## config.mk

```make
export PLATFORM = sky130hd
export DESIGN_NAME = bank_mapper
export DESIGN_NICKNAME = d
export VERILOG_FILES = /design/src/rtl/bank_mapper_pkg.sv /design/src/rtl/bank_mapper_decode.sv /design/src/rtl/bank_mapper_select.sv /design/src/rtl/bank_mapper_snap.sv /design/src/rtl/bank_mapper.sv
export SDC_FILE = /design/constraint.sdc
export NUM_CORES = 1
export LEC_CHECK = 0
export BUFFER_PORTS_ARGS = -buffer_cell sky130_fd_sc_hd__clkbuf_2
export CAP_MARGIN = 20
export CORE_UTILIZATION = 47
export CTS_BUF_LIST = sky130_fd_sc_hd__clkbuf_2 sky130_fd_sc_hd__clkbuf_4 sky130_fd_sc_hd__clkbuf_8
export DETAILED_ROUTE_END_ITERATION = 6
export PLACE_DENSITY = 0.86
export SETUP_SLACK_MARGIN = 0.15
export SYNTH_ARGS = -nofsm -noshare
export SYNTH_HDL_FRONTEND = slang
export SYNTH_SLANG_ARGS = --single-unit
```

## constraint.sdc

```tcl
create_clock -name clk -period 3.1 [get_ports clk]
set_input_delay 0.465 -clock clk [delete_from_list [all_inputs] [get_ports clk]]
set_output_delay 0.465 -clock clk [all_outputs]
set_load 0.02 [all_outputs]
```

## src/rtl/bank_mapper_pkg.sv

```systemverilog
package bank_mapper_pkg;
  localparam int ADDR_W  = 16;
  localparam int DATA_W  = 8;
  localparam int ROM_W   = 7;
  localparam int RAM_W   = 2;
  localparam int CREG_W  = 3;

  typedef enum logic [1:0] {
    RGN_ENABLE = 2'd0,
    RGN_ROM    = 2'd1,
    RGN_SELECT = 2'd2,
    RGN_SNAP   = 2'd3
  } region_e;

  localparam logic [DATA_W-1:0] EN_ON_CODE  = 8'h0A;
  localparam logic [DATA_W-1:0] EN_OFF_CODE = 8'h00;
  localparam logic [DATA_W-1:0] CREG_FIRST  = 8'h08;
  localparam logic [DATA_W-1:0] CREG_LAST   = 8'h0C;
endpackage

```

## src/rtl/bank_mapper_decode.sv

```systemverilog
module bank_mapper_decode
  import bank_mapper_pkg::*;
#(
  parameter int AW = ADDR_W
) (
  input  logic          wr_en,
  input  logic [AW-1:0] wr_addr,
  output logic [3:0]    rgn_hit
);
  logic    in_space;
  region_e rgn;

  always_comb begin
    in_space = wr_en && !wr_addr[AW-1];
    rgn      = region_e'(wr_addr[AW-2:AW-3]);
  end

  for (genvar g = 0; g < 4; g++) begin : g_hit
    assign rgn_hit[g] = in_space && (rgn == region_e'(g));
  end
endmodule

```

## src/rtl/bank_mapper_select.sv

```systemverilog
module bank_mapper_select
  import bank_mapper_pkg::*;
#(
  parameter int DW = DATA_W,
  parameter int RW = RAM_W,
  parameter int CW = CREG_W
) (
  input  logic          clk,
  input  logic          rst,
  input  logic          hit,
  input  logic [DW-1:0] data,
  output logic [RW-1:0] ram_bank,
  output logic          clk_sel_en,
  output logic [CW-1:0] clk_reg
);
  localparam int RAM_BANKS = 1 << RW;

  logic            is_ram, is_creg;
  logic [DW-1:0]   creg_off;

  always_comb begin
    is_ram   = data < DW'(RAM_BANKS);
    is_creg  = (data >= CREG_FIRST) && (data <= CREG_LAST);
    creg_off = data - CREG_FIRST;
  end

  always_ff @(posedge clk) begin
    if (rst) begin
      ram_bank   <= '0;
      clk_sel_en <= 1'b0;
      clk_reg    <= '0;
    end else if (hit) begin
      if (is_ram) begin
        ram_bank   <= data[RW-1:0];
        clk_sel_en <= 1'b0;
      end else if (is_creg) begin
        clk_reg    <= creg_off[CW-1:0];
        clk_sel_en <= 1'b1;
      end
    end
  end
endmodule

```

## src/rtl/bank_mapper_snap.sv

```systemverilog
module bank_mapper_snap
  import bank_mapper_pkg::*;
#(
  parameter int DW = DATA_W
) (
  input  logic          clk,
  input  logic          rst,
  input  logic          hit,
  input  logic [DW-1:0] data,
  output logic          snap_held,
  output logic          snap_pulse
);
  logic take, release_w;

  always_comb begin
    take      = hit && !snap_held && (data == DW'(1));
    release_w = hit &&  snap_held && (data == '0);
  end

  always_ff @(posedge clk) begin
    if (rst) begin
      snap_held  <= 1'b0;
      snap_pulse <= 1'b0;
    end else begin
      snap_pulse <= take;
      if (take)           snap_held <= 1'b1;
      else if (release_w) snap_held <= 1'b0;
    end
  end
endmodule

```

## src/rtl/bank_mapper.sv

```systemverilog
module bank_mapper
  import bank_mapper_pkg::*;
#(
  parameter int AW = ADDR_W,
  parameter int DW = DATA_W,
  parameter int BW = ROM_W,
  parameter int RW = RAM_W,
  parameter int CW = CREG_W
) (
  input  logic          clk,
  input  logic          rst,
  input  logic          wr_en,
  input  logic [AW-1:0] wr_addr,
  input  logic [DW-1:0] wr_data,
  output logic          win_en,
  output logic [BW-1:0] rom_bank,
  output logic [RW-1:0] ram_bank,
  output logic          clk_sel_en,
  output logic [CW-1:0] clk_reg,
  output logic          snap_held,
  output logic          snap_pulse
);
  logic [3:0] rgn_hit;

  bank_mapper_decode #(.AW(AW)) u_dec (
    .wr_en(wr_en), .wr_addr(wr_addr), .rgn_hit(rgn_hit)
  );

  always_ff @(posedge clk) begin
    if (rst) begin
      win_en <= 1'b0;
    end else if (rgn_hit[RGN_ENABLE]) begin
      if (wr_data == EN_ON_CODE)       win_en <= 1'b1;
      else if (wr_data == EN_OFF_CODE) win_en <= 1'b0;
    end
  end

  always_ff @(posedge clk) begin
    if (rst) begin
      rom_bank <= BW'(1);
    end else if (rgn_hit[RGN_ROM]) begin
      if (wr_data[BW-1:0] == '0) rom_bank <= BW'(1);
      else                       rom_bank <= wr_data[BW-1:0];
    end
  end

  bank_mapper_select #(.DW(DW), .RW(RW), .CW(CW)) u_sel (
    .clk(clk), .rst(rst), .hit(rgn_hit[RGN_SELECT]), .data(wr_data),
    .ram_bank(ram_bank), .clk_sel_en(clk_sel_en), .clk_reg(clk_reg)
  );

  bank_mapper_snap #(.DW(DW)) u_snap (
    .clk(clk), .rst(rst), .hit(rgn_hit[RGN_SNAP]), .data(wr_data),
    .snap_held(snap_held), .snap_pulse(snap_pulse)
  );
endmodule

```

==> flow_summary.json, run 1 <==
{
  "run_status": "finished, final reports clean",
  "io_buffer_count": 29,
  "min_path_type": "register to register",
  "yosysUniqueCellTypes": 23,
  "stdcell_count": 118,
  "fp.dieArea_um2": 1691,
  "crit_path_start_kind": "input port",
  "tns_ns": 0,
  "timing.final.crit_period_ns": 1.545,
  "start_util_pct": 52.66,
  "drtAntennaViolNets": 0,
  "worst_slew_pin_slew_ns": 0.5094,
  "diodes": 0,
  "syn_inst": 73,
  "clkTransAtPathRegs_ns": 0.09,
  "endpoint_kind": "register",
  "clk_latency_ns": 0.28,
  "cts.sinks": 16,
  "finalHoldViolations": 0,
  "postLayoutCoreUtil_pct": 65.93,
  "ys_seq_area_share_pct": 44.52,
  "cp_max_fo": 8,
  "vias": 629,
  "syn_avg_cell_area_um2": 9.855,
  "grt_max_degree": 12,
  "drt_iter0_markers": 13,
  "setup_viol": 0,
  "wl_per_cell_um": 11.46,
  "syn_nets": 100,
  "p_total_mw": 0.3825,
  "min_period_over_period_pct": 49.83,
  "cts.htree.levels": 1,
  "area_delta_synth_final_pct": 25.22,
  "cts_made_buffers": 3,
  "maxSlewViolCount": 0,
  "cts_tree": "built",
  "dp_hpwl_mm": 1.057,
  "route.detailed.drc": 0,
  "power_density_nw_per_um2": 424.5,
  "synth_seq_cells": 16,
  "required_ns": 3.25,
  "synth_area_um2": 719.4,
  "antenna_found_initial": 0,
  "drtPass1Iterations": 4,
  "grt_pass1_vias": 500,
  "viasPerCell": 5.331,
  "fp.dieW_um": 41.13,
  "slew_headroom_pct": 65.84,
  "drv_cap": 0,
  "pin_count": 43,
  "cp.arrival_ns": 1.69,
  "rows": 13,
  "post_cts_buffers": 0,
  "cts_hold_buffers": 0,
  "track_usage_pct": 19.13,
  "p_leak_nw": 0.4521,
  "synth_warnings": 0,
  "cts_resized": 0,
  "die_h_um": 41.13,
  "irDropWorstVdd_mv": 0.2610,
  "path_class": "input port to register",
  "grt_overflow": 0,
  "layout.nets": 131,
  "dp_cells": 114,
  "fin_area_um2": 900.9,
  "largest_reg_flops": 7,
  "grt_pass1_wl_mm": 2.139,
  "layout-drive-gt1-share_pct": 33.98,
  "clockBufferDepth": 2,
  "fin_skew_ns": 0.004298,
  "placeableCoreArea_um2": 1366,
  "gp_congestion": 0.7686,
  "max_freq_mhz": 647.4,
  "rsz0062_at_grt": "no",
  "root_buffer": "clkbuf_4",
  "routed_wl_mm": 1.352,
  "post_dp_cell_area_um2": 864.6
}
logic make-up after synthesis:
family | count (synthesis) | synth area share (%)
AOI/OAI and AO/OA | 6 | 6.608
muxes | 12 | 16.70
and+or+nand+nor | 35 | 29.04
buffers and inverters | 4 | 3.129
DFF | 16 | 44.52
stage by stage:
stage	setup slack (ns)	hold WS, ns
after floorplan	1.772	0.5332
after global placement	1.271	0.4425
after detailed placement	1.256	0.4462
after CTS	1.548	0.4661
after global routing	1.425	0.4885
final	1.555	0.4630
cell type report:
| cell class | count | area, um2 |
|---|---|---|
| Clock buffer | 4 | 36.28 |
| Fill cell | 121 | 465.4 |
| Inverter | 1 | 3.754 |
| Multi-Input combinational cell | 53 | 376.6 |
| Sequential cell | 16 | 320.3 |
| Tap cell | 15 | 18.77 |
| Timing Repair Buffer | 29 | 145.1 |
cells in the mapped netlist:
| cell | count | area (um2) |
|---|---|---|
| a2111oi_1 | 1 | 10.01 |
| a21oi_1 | 1 | 5.000 |
| a22o_1 | 1 | 8.760 |
| a41o_1 | 1 | 10.01 |
| a41oi_1 | 1 | 8.760 |
| and3b_1 | 1 | 8.760 |
| and4_1 | 1 | 8.760 |
| buf_4 | 2 | 15.01 |
| clkbuf_1 | 1 | 3.750 |
| clkinv_1 | 1 | 3.750 |
| dfxtp_1 | 16 | 320.3 |
| mux2i_1 | 12 | 120.1 |
| nand2_1 | 9 | 33.78 |
| nand3_1 | 1 | 5.000 |
| nand4_1 | 1 | 6.260 |
| nand4bb_1 | 1 | 11.26 |
| nor2_1 | 10 | 37.54 |
| nor2b_1 | 3 | 18.77 |
| nor3_1 | 5 | 25.02 |
| nor3b_1 | 1 | 7.510 |
| nor4_4 | 1 | 21.27 |
| nor4bb_4 | 1 | 25.02 |
| o21ai_1 | 1 | 5.000 |
critical path: stages:
cell and delay (ns):
clkbuf_2 0.11, nand4bb_1 0.52, a2111oi_1 0.53, a21oi_1 0.07
report_power, final:
group / switching, mW / internal (mW) / total [mW]
clock: 0.0627 / 0.0713 / 0.134
combinational: 0.0239 / 0.0163 / 0.0401
sequential: 0.000920 / 0.207 / 0.208
layout by cell type (no fill, tap or decap), drive strengths merged, types with 3 or more instances in the layout:
| cell type | n |
|---|---|
| dfxtp | 16 |
| nor2 | 10 |
| nor3 | 5 |
| nor2b | 3 |
| mux2i | 12 |
| clkbuf | 33 |
| nand2 | 9 |
final timing paths:
path	from	endpoint	slack, ns	cells past startpoint
worst min register to register	u_snap.snap_held$_SDFFE_PP0P_	u_snap.snap_pulse$_SDFF_PP0_	0.46	1
worst min-delay path	u_snap.snap_held$_SDFFE_PP0P_	u_snap.snap_pulse$_SDFF_PP0_	0.46	1
worst max-delay path	wr_addr[14]	rom_bank[0]$_SDFFE_PP1P_	1.56	4
worst max register to register	win_en$_SDFFE_PP0P_	win_en$_SDFFE_PP0P_	2.27	3
routing by layer:
| layer | vias to the layer above | global-route usage, % | wire (um) |
|---|---|---|---|
| met1 | 289 | 25.49 | 637 |
| li1 | 319 | - | - |
| met4 | 0 | 4.839 | 7 |
| met5 | - | 0 | 0 |
| met2 | 19 | 30.47 | 631 |
| met3 | 2 | 4.891 | 77 |
(Power assumes the default switching activity.)
==> inputs of run 2 (changes only) <==
--- a/config.mk
+++ b/config.mk
@@ -7,10 +7,11 @@
 export LEC_CHECK = 0
 export BUFFER_PORTS_ARGS = -buffer_cell sky130_fd_sc_hd__clkbuf_2
 export CAP_MARGIN = 20
-export CORE_UTILIZATION = 47
+export CORE_ASPECT_RATIO = 0.75
+export CORE_UTILIZATION = 39
 export CTS_BUF_LIST = sky130_fd_sc_hd__clkbuf_2 sky130_fd_sc_hd__clkbuf_4 sky130_fd_sc_hd__clkbuf_8
 export DETAILED_ROUTE_END_ITERATION = 6
-export PLACE_DENSITY = 0.86
+export PLACE_DENSITY = 0.76
 export SETUP_SLACK_MARGIN = 0.15
 export SYNTH_ARGS = -nofsm -noshare
 export SYNTH_HDL_FRONTEND = slang
==> constraint.sdc (replaced) <==
create_clock -name clk -period 1.3 [get_ports clk]
set_input_delay 0.195 -clock clk [delete_from_list [all_inputs] [get_ports clk]]
set_output_delay 0.195 -clock clk [all_outputs]
set_load 0.02 [all_outputs]
==> run 2 against run 1 <==
The run now ends with design-rule violations left. Final cell count increased by 8.5%. Clock power increased by 150%. Critical path depth decreased by 3. First-iteration DRC count decreased by 46%. Wire length increased by 21%. Register-to-register slack got worse by 1.8 ns. Largest cell class unchanged. Highest routed layer unchanged.
==> flow_summary.json, run 2 (synthesis gave the netlist of run 1 again) <==
{
  "io_buffer_count": 29,
  "violations": "design-rule violations",
  "timing.final.crit_period_ns": 1.068,
  "final_common_cell": "clkbuf_2",
  "finalHoldViolations": 0,
  "clkTransAtPathRegs_ns": 0.09,
  "min_to": "u_sel.clk_reg[2]$_SDFFE_PP0P_",
  "layout.nets": 134,
  "placeableCoreArea_um2": 1724,
  "clockBufferDepth": 2,
  "cts_hold_buffers": 0,
  "run_status": "finished with violations",
  "tns_ns": 0,
  "p_comb_share_pct": 11.2,
  "dp_hpwl_mm": 1.259,
  "slew_headroom_pct": 78.38,
  "max_freq_mhz": 936.0,
  "pwr-share-seq_pct": 53.2,
  "ff2ff_path_depth": 3,
  "pin_count": 43,
  "grt_pass1_vias": 565,
  "grt_max_degree": 11,
  "rows": 13,
  "required_ns": 1.11,
  "fin_skew_ns": 0.00002426,
  "irDropWorstVdd_mv": 0.5247,
  "intPower_mw": 0.7089,
  "grt_pass1_wl_mm": 2.463,
  "final_cell_mix": "29 x clkbuf_2, 16 x dfxtp_1, 12 x mux2i_1, 10 x nor2_1, 9 x nand2_1",
  "p_sw_mw": 0.2246,
  "setup_viol": 0,
  "p_clk_share_pct": 35.6,
  "gp_congestion": 0.8070,
  "r2r_slack_ns": 0.44,
  "min_period_over_period_pct": 82.19,
  "p_leak_nw": 0.4660,
  "routed_wl_mm": 1.635,
  "fp.dieArea_um2": 2022,
  "power_density_nw_per_um2": 1001,
  "regArea_um2": 320.3,
  "hold_start": "wr_data[2]",
  "cts_resized": 0,
  "largest_reg_flops": 7,
  "hold_depth": 3,
  "critPathTopFamily": "flip-flops",
  "diodes": 0,
  "antenna_found_initial": 0,
  "worst_slew_pin_slew_ns": 0.3234,
  "multi_input_area_um2": 376.6,
  "crit_chain": "clkbuf_2",
  "crit_buf_inv": 1,
  "drtAntennaViolNets": 0,
  "root_buffer": "clkbuf_4",
  "track_usage_pct": 18.00,
  "cts.htree.levels": 1,
  "grt_overflow": 0,
  "rr_startpoint": "win_en$_SDFFE_PP0P_",
  "cts_made_buffers": 3,
  "switching_share_pct": 24.06,
  "critPathMaxStageDelay_ns": 0.39,
  "cp.arrival_ns": 0.87,
  "cts_tree": "built",
  "route.detailed.drc": 2,
  "critPathSlowestCell": "dfxtp_1",
  "drv_cap": 0,
  "rsz0062_at_grt": "no",
  "viasPerCell": 5.172,
  "vias": 662,
  "drtPass1Iterations": 6,
  "drt_iter0_markers": 7,
  "min_path_type": "input port to register",
  "die_h_um": 39.20,
  "area_delta_synth_final_pct": 29.57,
  "fp.dieW_um": 51.60,
  "start_util_pct": 41.73,
  "path_class": "register to output port",
  "cp_max_fo": 3,
  "postLayoutCoreUtil_pct": 54.06,
  "fillers": 177,
  "wl_per_cell_um": 12.77,
  "endpoint_kind": "output port",
  "clk_latency_ns": 0.29,
  "crit_path_start_kind": "register",
  "cts.sinks": 16,
  "maxSlewViolCount": 0,
  "layout-drive-gt1-share_pct": 35.85,
  "post_cts_buffers": 0,
  "r2r_end": "win_en$_SDFFE_PP0P_"
}
## run 2: cell type report
class / count / share of cell area (%)
Multi-Input combinational cell: 53 / 40.40
Sequential cell: 16 / 34.36
Timing Repair Buffer: 32 / 17.99
Clock buffer: 4 / 3.893
Tap cell: 22 / 2.953
Inverter: 1 / 0.4027
## run 2: routing by layer
metal | GRT usage [%] | routed length (um)
met1 | 19.95 | 712
met2 | 30.19 | 797
met3 | 7.059 | 98
met4 | 9.459 | 26
met5 | 0 | 0
## run 2: power by group through the flow
| stage | registers (mW) | clock network [mW] | logic, mW |
|---|---|---|---|
| 2_1_floorplan | 0.514 | 0 | 0.0418 |
| 3_3_place_gp | 0.508 | 0 | 0.0995 |
| 3_5_place_dp | 0.509 | 0 | 0.103 |
| 4_1_cts | 0.497 | 0.348 | 0.104 |
| 5_1_grt | 0.498 | 0.370 | 0.113 |
| 6_report | 0.497 | 0.332 | 0.104 |
## run 2: stage by stage
stage                     hold WS [ns]  worst slack [ns]  total power, mW  instances  area, um2
after floorplan                 0.3372            0.2416           0.5562         73      719.4
after global placement          0.4406           0.01631           0.6076        124      895.9
after detailed placement        0.4495          0.002970           0.6119        124      895.9
after CTS                       0.1989            0.2265           0.9490        128      932.1
after global routing            0.2119            0.2006           0.9806        128      932.1
final                           0.2116            0.2316           0.9335        128      932.1
## run 2: worst register-to-register path: cells and delay by family, from the launching register on
kind / cells / cell delay, ns
and+or+nand+nor: 2 / 0.21
AOI/OAI and AO/OA: 1 / 0.19
DFF: 1 / 0.39
## run 2: worst max-delay path by stage
stage,endpoint,from,slack [ns],cells past startpoint
3_3_place_gp,u_sel.clk_reg[1]$_SDFFE_PP0P_,wr_data[5],0.02,4
3_5_place_dp,u_sel.clk_reg[0]$_SDFFE_PP0P_,wr_data[5],0.003,4
6_report,win_en,win_en$_SDFFE_PP0P_,0.23,1
4_1_cts,win_en,win_en$_SDFFE_PP0P_,0.23,1
5_1_grt,win_en,win_en$_SDFFE_PP0P_,0.20,1
2_1_floorplan,rom_bank[0]$_SDFFE_PP1P_,wr_addr[14],0.24,4
==> inputs of run 3 (changes only) <==
--- a/config.mk
+++ b/config.mk
@@ -5,13 +5,14 @@
 export SDC_FILE = /design/constraint.sdc
 export NUM_CORES = 1
 export LEC_CHECK = 0
+export ABC_AREA = 1
 export BUFFER_PORTS_ARGS = -buffer_cell sky130_fd_sc_hd__clkbuf_2
 export CAP_MARGIN = 20
 export CORE_ASPECT_RATIO = 0.75
-export CORE_UTILIZATION = 39
+export CORE_UTILIZATION = 40
 export CTS_BUF_LIST = sky130_fd_sc_hd__clkbuf_2 sky130_fd_sc_hd__clkbuf_4 sky130_fd_sc_hd__clkbuf_8
 export DETAILED_ROUTE_END_ITERATION = 6
-export PLACE_DENSITY = 0.76
+export PLACE_DENSITY = 0.77
 export SETUP_SLACK_MARGIN = 0.15
 export SYNTH_ARGS = -nofsm -noshare
 export SYNTH_HDL_FRONTEND = slang
==> constraint.sdc (replaced) <==
create_clock -name clk -period 0.9 [get_ports clk]
set_input_delay 0.135 -clock clk [delete_from_list [all_inputs] [get_ports clk]]
set_output_delay 0.135 -clock clk [all_outputs]
set_load 0.02 [all_outputs]
==> run 3 against run 2 <==
The run now ends clean. Die area rose by 2.6%. Clock-buffer cell count fell by 1. Total power rose by 46%. Largest power group unchanged. Critical path depth did not move. Synthesized cell count rose by 52%. Clock power rose by 9.9%. Final area rose by 43%.
==> flow_summary.json, run 3 <==
{
  "run_status": "finished, final reports clean",
  "antenna_found_initial": 0,
  "grt_pass1_wl_mm": 3.022,
  "die_h_um": 39.71,
  "worst_slew_pin_slew_ns": 0.2619,
  "routed_wl_mm": 2.048,
  "placeableCoreArea_um2": 1757,
  "synth_edf_count": 0,
  "slew_headroom_pct": 82.48,
  "endpoint_kind": "output port",
  "clkTransAtPathRegs_ns": 0.09,
  "fin_skew_ns": 0.00001843,
  "r2r_slack_ns": 0.14,
  "cts.sinks": 16,
  "grt_max_degree": 13,
  "ys_seq_area_share_pct": 42.24,
  "vias": 872,
  "syn_avg_cell_area_um2": 6.831,
  "switching_share_pct": 26.36,
  "area_delta_synth_final_pct": 76.07,
  "cp.arrival_ns": 0.76,
  "drv_cap": 0,
  "crit_buf_inv": 1,
  "cts.htree.levels": 1,
  "largest_reg_flops": 7,
  "irDropWorstVdd_mv": 0.7759,
  "layout.nets": 186,
  "cp_max_fo": 2,
  "route.detailed.drc": 0,
  "cts_made_buffers": 3,
  "netlist_top_cells_count": "30 x nor2_1, 17 x nand2_1, 16 x dfxtp_1",
  "final_cell_mix": "25 x nor2_1, 16 x nand2_1, 16 x buf_8, 16 x dfxtp_2, 13 x buf_4",
  "min_to": "win_en$_SDFFE_PP0P_",
  "max_freq_mhz": 1123,
  "p_sw_mw": 0.3587,
  "intPower_mw": 1.002,
  "synth.area.top_cells": "dfxtp_1 42%, nor2_1 15%, nand2_1 8.4%",
  "critPathSlowestCell": "dfxtp_2",
  "cts_tree": "built",
  "fp.dieW_um": 52.28,
  "fp.dieArea_um2": 2076,
  "crit_path_start_kind": "register",
  "hold_start": "rst",
  "clk_latency_ns": 0.28,
  "critPathMaxStageDelay_ns": 0.36,
  "grt_overflow": 0,
  "fin_ws_ns": 0.009214,
  "hold_depth": 2,
  "wl_per_cell_um": 11.44,
  "yosysUniqueCellTypes": 18,
  "setup_viol": 0,
  "p_total_mw": 1.361,
  "syn_inst": 111,
  "diodes": 0,
  "grt_util_met1_pct": 22.95,
  "pin_count": 43,
  "gr-usage-met3_pct": 7.364,
  "p_clk_share_pct": 26.8,
  "track_usage_pct": 21.06,
  "synth_warnings": 0,
  "viasPerCell": 4.872,
  "pre_cts_ws_ns": -0.1489,
  "drtAntennaViolNets": 0,
  "dp_hpwl_mm": 1.427,
  "final_common_cell": "nor2_1",
  "io_buffer_count": 29,
  "min_path_type": "input port to register",
  "synthFlopType": "dfxtp_1",
  "pwr-share-seq_pct": 53.6,
  "layout-drive-gt1-share_pct": 56.05,
  "synth_seq_cells": 16,
  "finalHoldViolations": 0,
  "p_leak_nw": 0.6170,
  "syn_nets": 138,
  "root_buffer": "clkbuf_4",
  "rr_startpoint": "u_snap.snap_held$_SDFFE_PP0P_",
  "cts_hold_buffers": 0,
  "met2_usage_pct": 39.10,
  "crit_chain": "buf_8",
  "async_flop_share_pct": 0,
  "yosys.area.top_type_share_pct": 42.24,
  "busiest_layer": "met2",
  "drt_iter0_markers": 36,
  "path_class": "register to output port",
  "r2r_end": "u_snap.snap_held$_SDFFE_PP0P_",
  "rsz0062_at_grt": "yes",
  "ff2ff_path_depth": 5,
  "timing.final.crit_period_ns": 0.8908,
  "fillers": 141,
  "critPathTopFamily": "flip-flops",
  "required_ns": 0.76,
  "start_util_pct": 43.16,
  "gp_congestion": 0.8814,
  "clockBufferDepth": 2,
  "synth_area_um2": 758.2,
  "yosys.area.top_type": "dfxtp_1",
  "rows": 13,
  "hold-worst-slack_ns": 0.06873,
  "p_comb_share_pct": 19.6,
  "grt_pass1_vias": 719,
  "min_period_over_period_pct": 98.98,
  "maxSlewViolCount": 0,
  "yosysMostFrequentCell": "nor2_1",
  "power_density_nw_per_um2": 1019,
  "drtPass1Iterations": 5
}
run 3: per-stage QoR:
stage          TNS (ns)  instances  utilization, %  instance area [um2]
5_1_grt         -0.2142        179           76.00                 1335
6_report              0        179           76.00                 1335
3_3_place_gp     -1.124        174           61.04                 1072
3_5_place_dp     -1.349        174           61.04                 1072
4_1_cts        -0.08804        178           72.51                 1274
2_1_floorplan         0        111               -                800.8
run 3: routing by layer:
layer	share of wire [%]	vias up
met5	0	-
met4	2.3	0
met3	7.2	8
met2	47	42
met1	43	384
li1	-	438
run 3: final cells by class:
type                       count  area, um2  area share, %
tap                           22      27.53          2.062
sequential                    16      340.3          25.49
inverter                      14      67.56          5.061
clock buffer                   3      22.52          1.687
multi-input combinational     79      422.9          31.68
timing repair buffer          45      454.2          34.02
run 3: how the worst max path moves through the flow:
| stage | startpoint | to | slack [ns] | cells after the start |
|---|---|---|---|---|
| detailed placement | wr_addr[15] | rom_bank[1]$_SDFFE_PP0P_ | -0.15 | 7 |
| floorplan | u_snap.snap_held$_SDFFE_PP0P_ | u_snap.snap_held$_SDFFE_PP0P_ | 0.12 | 5 |
| global placement | wr_addr[15] | rom_bank[2]$_SDFFE_PP0P_ | -0.13 | 7 |
| CTS | rom_bank[3]$_SDFFE_PP0P_ | rom_bank[3] | -0.02 | 1 |
| finish | rom_bank[2]$_SDFFE_PP0P_ | rom_bank[2] | 0.009 | 1 |
| global route | u_snap.snap_held$_SDFFE_PP0P_ | snap_held | -0.03 | 1 |
run 3: power by group through the flow:
| stage | clock (mW) | sequential, mW | combinational (mW) |
|---|---|---|---|
| 3_5_place_dp | 0 | 0.740 | 0.223 |
| 6_report | 0.365 | 0.729 | 0.266 |
| 4_1_cts | 0.382 | 0.727 | 0.245 |
| 5_1_grt | 0.410 | 0.731 | 0.285 |
| 2_1_floorplan | 0 | 0.753 | 0.0884 |
| 3_3_place_gp | 0 | 0.740 | 0.219 |
run 3: cells by family (layout without fill, tap and decap cells):
group	Yosys count	count (layout)	synth area share [%]
compound gates	14	14	10.23
buf+inv	16	62	9.406
flops	16	16	42.24
simple gates	65	65	38.12
run 3: timing repair:
action,4_1_cts,5_1_grt
gates resized for setup,48,26
setup buffers,1,1
endpoints found under the setup margin,17,27
pin swaps,3,7
endpoints found under the hold margin,0,0
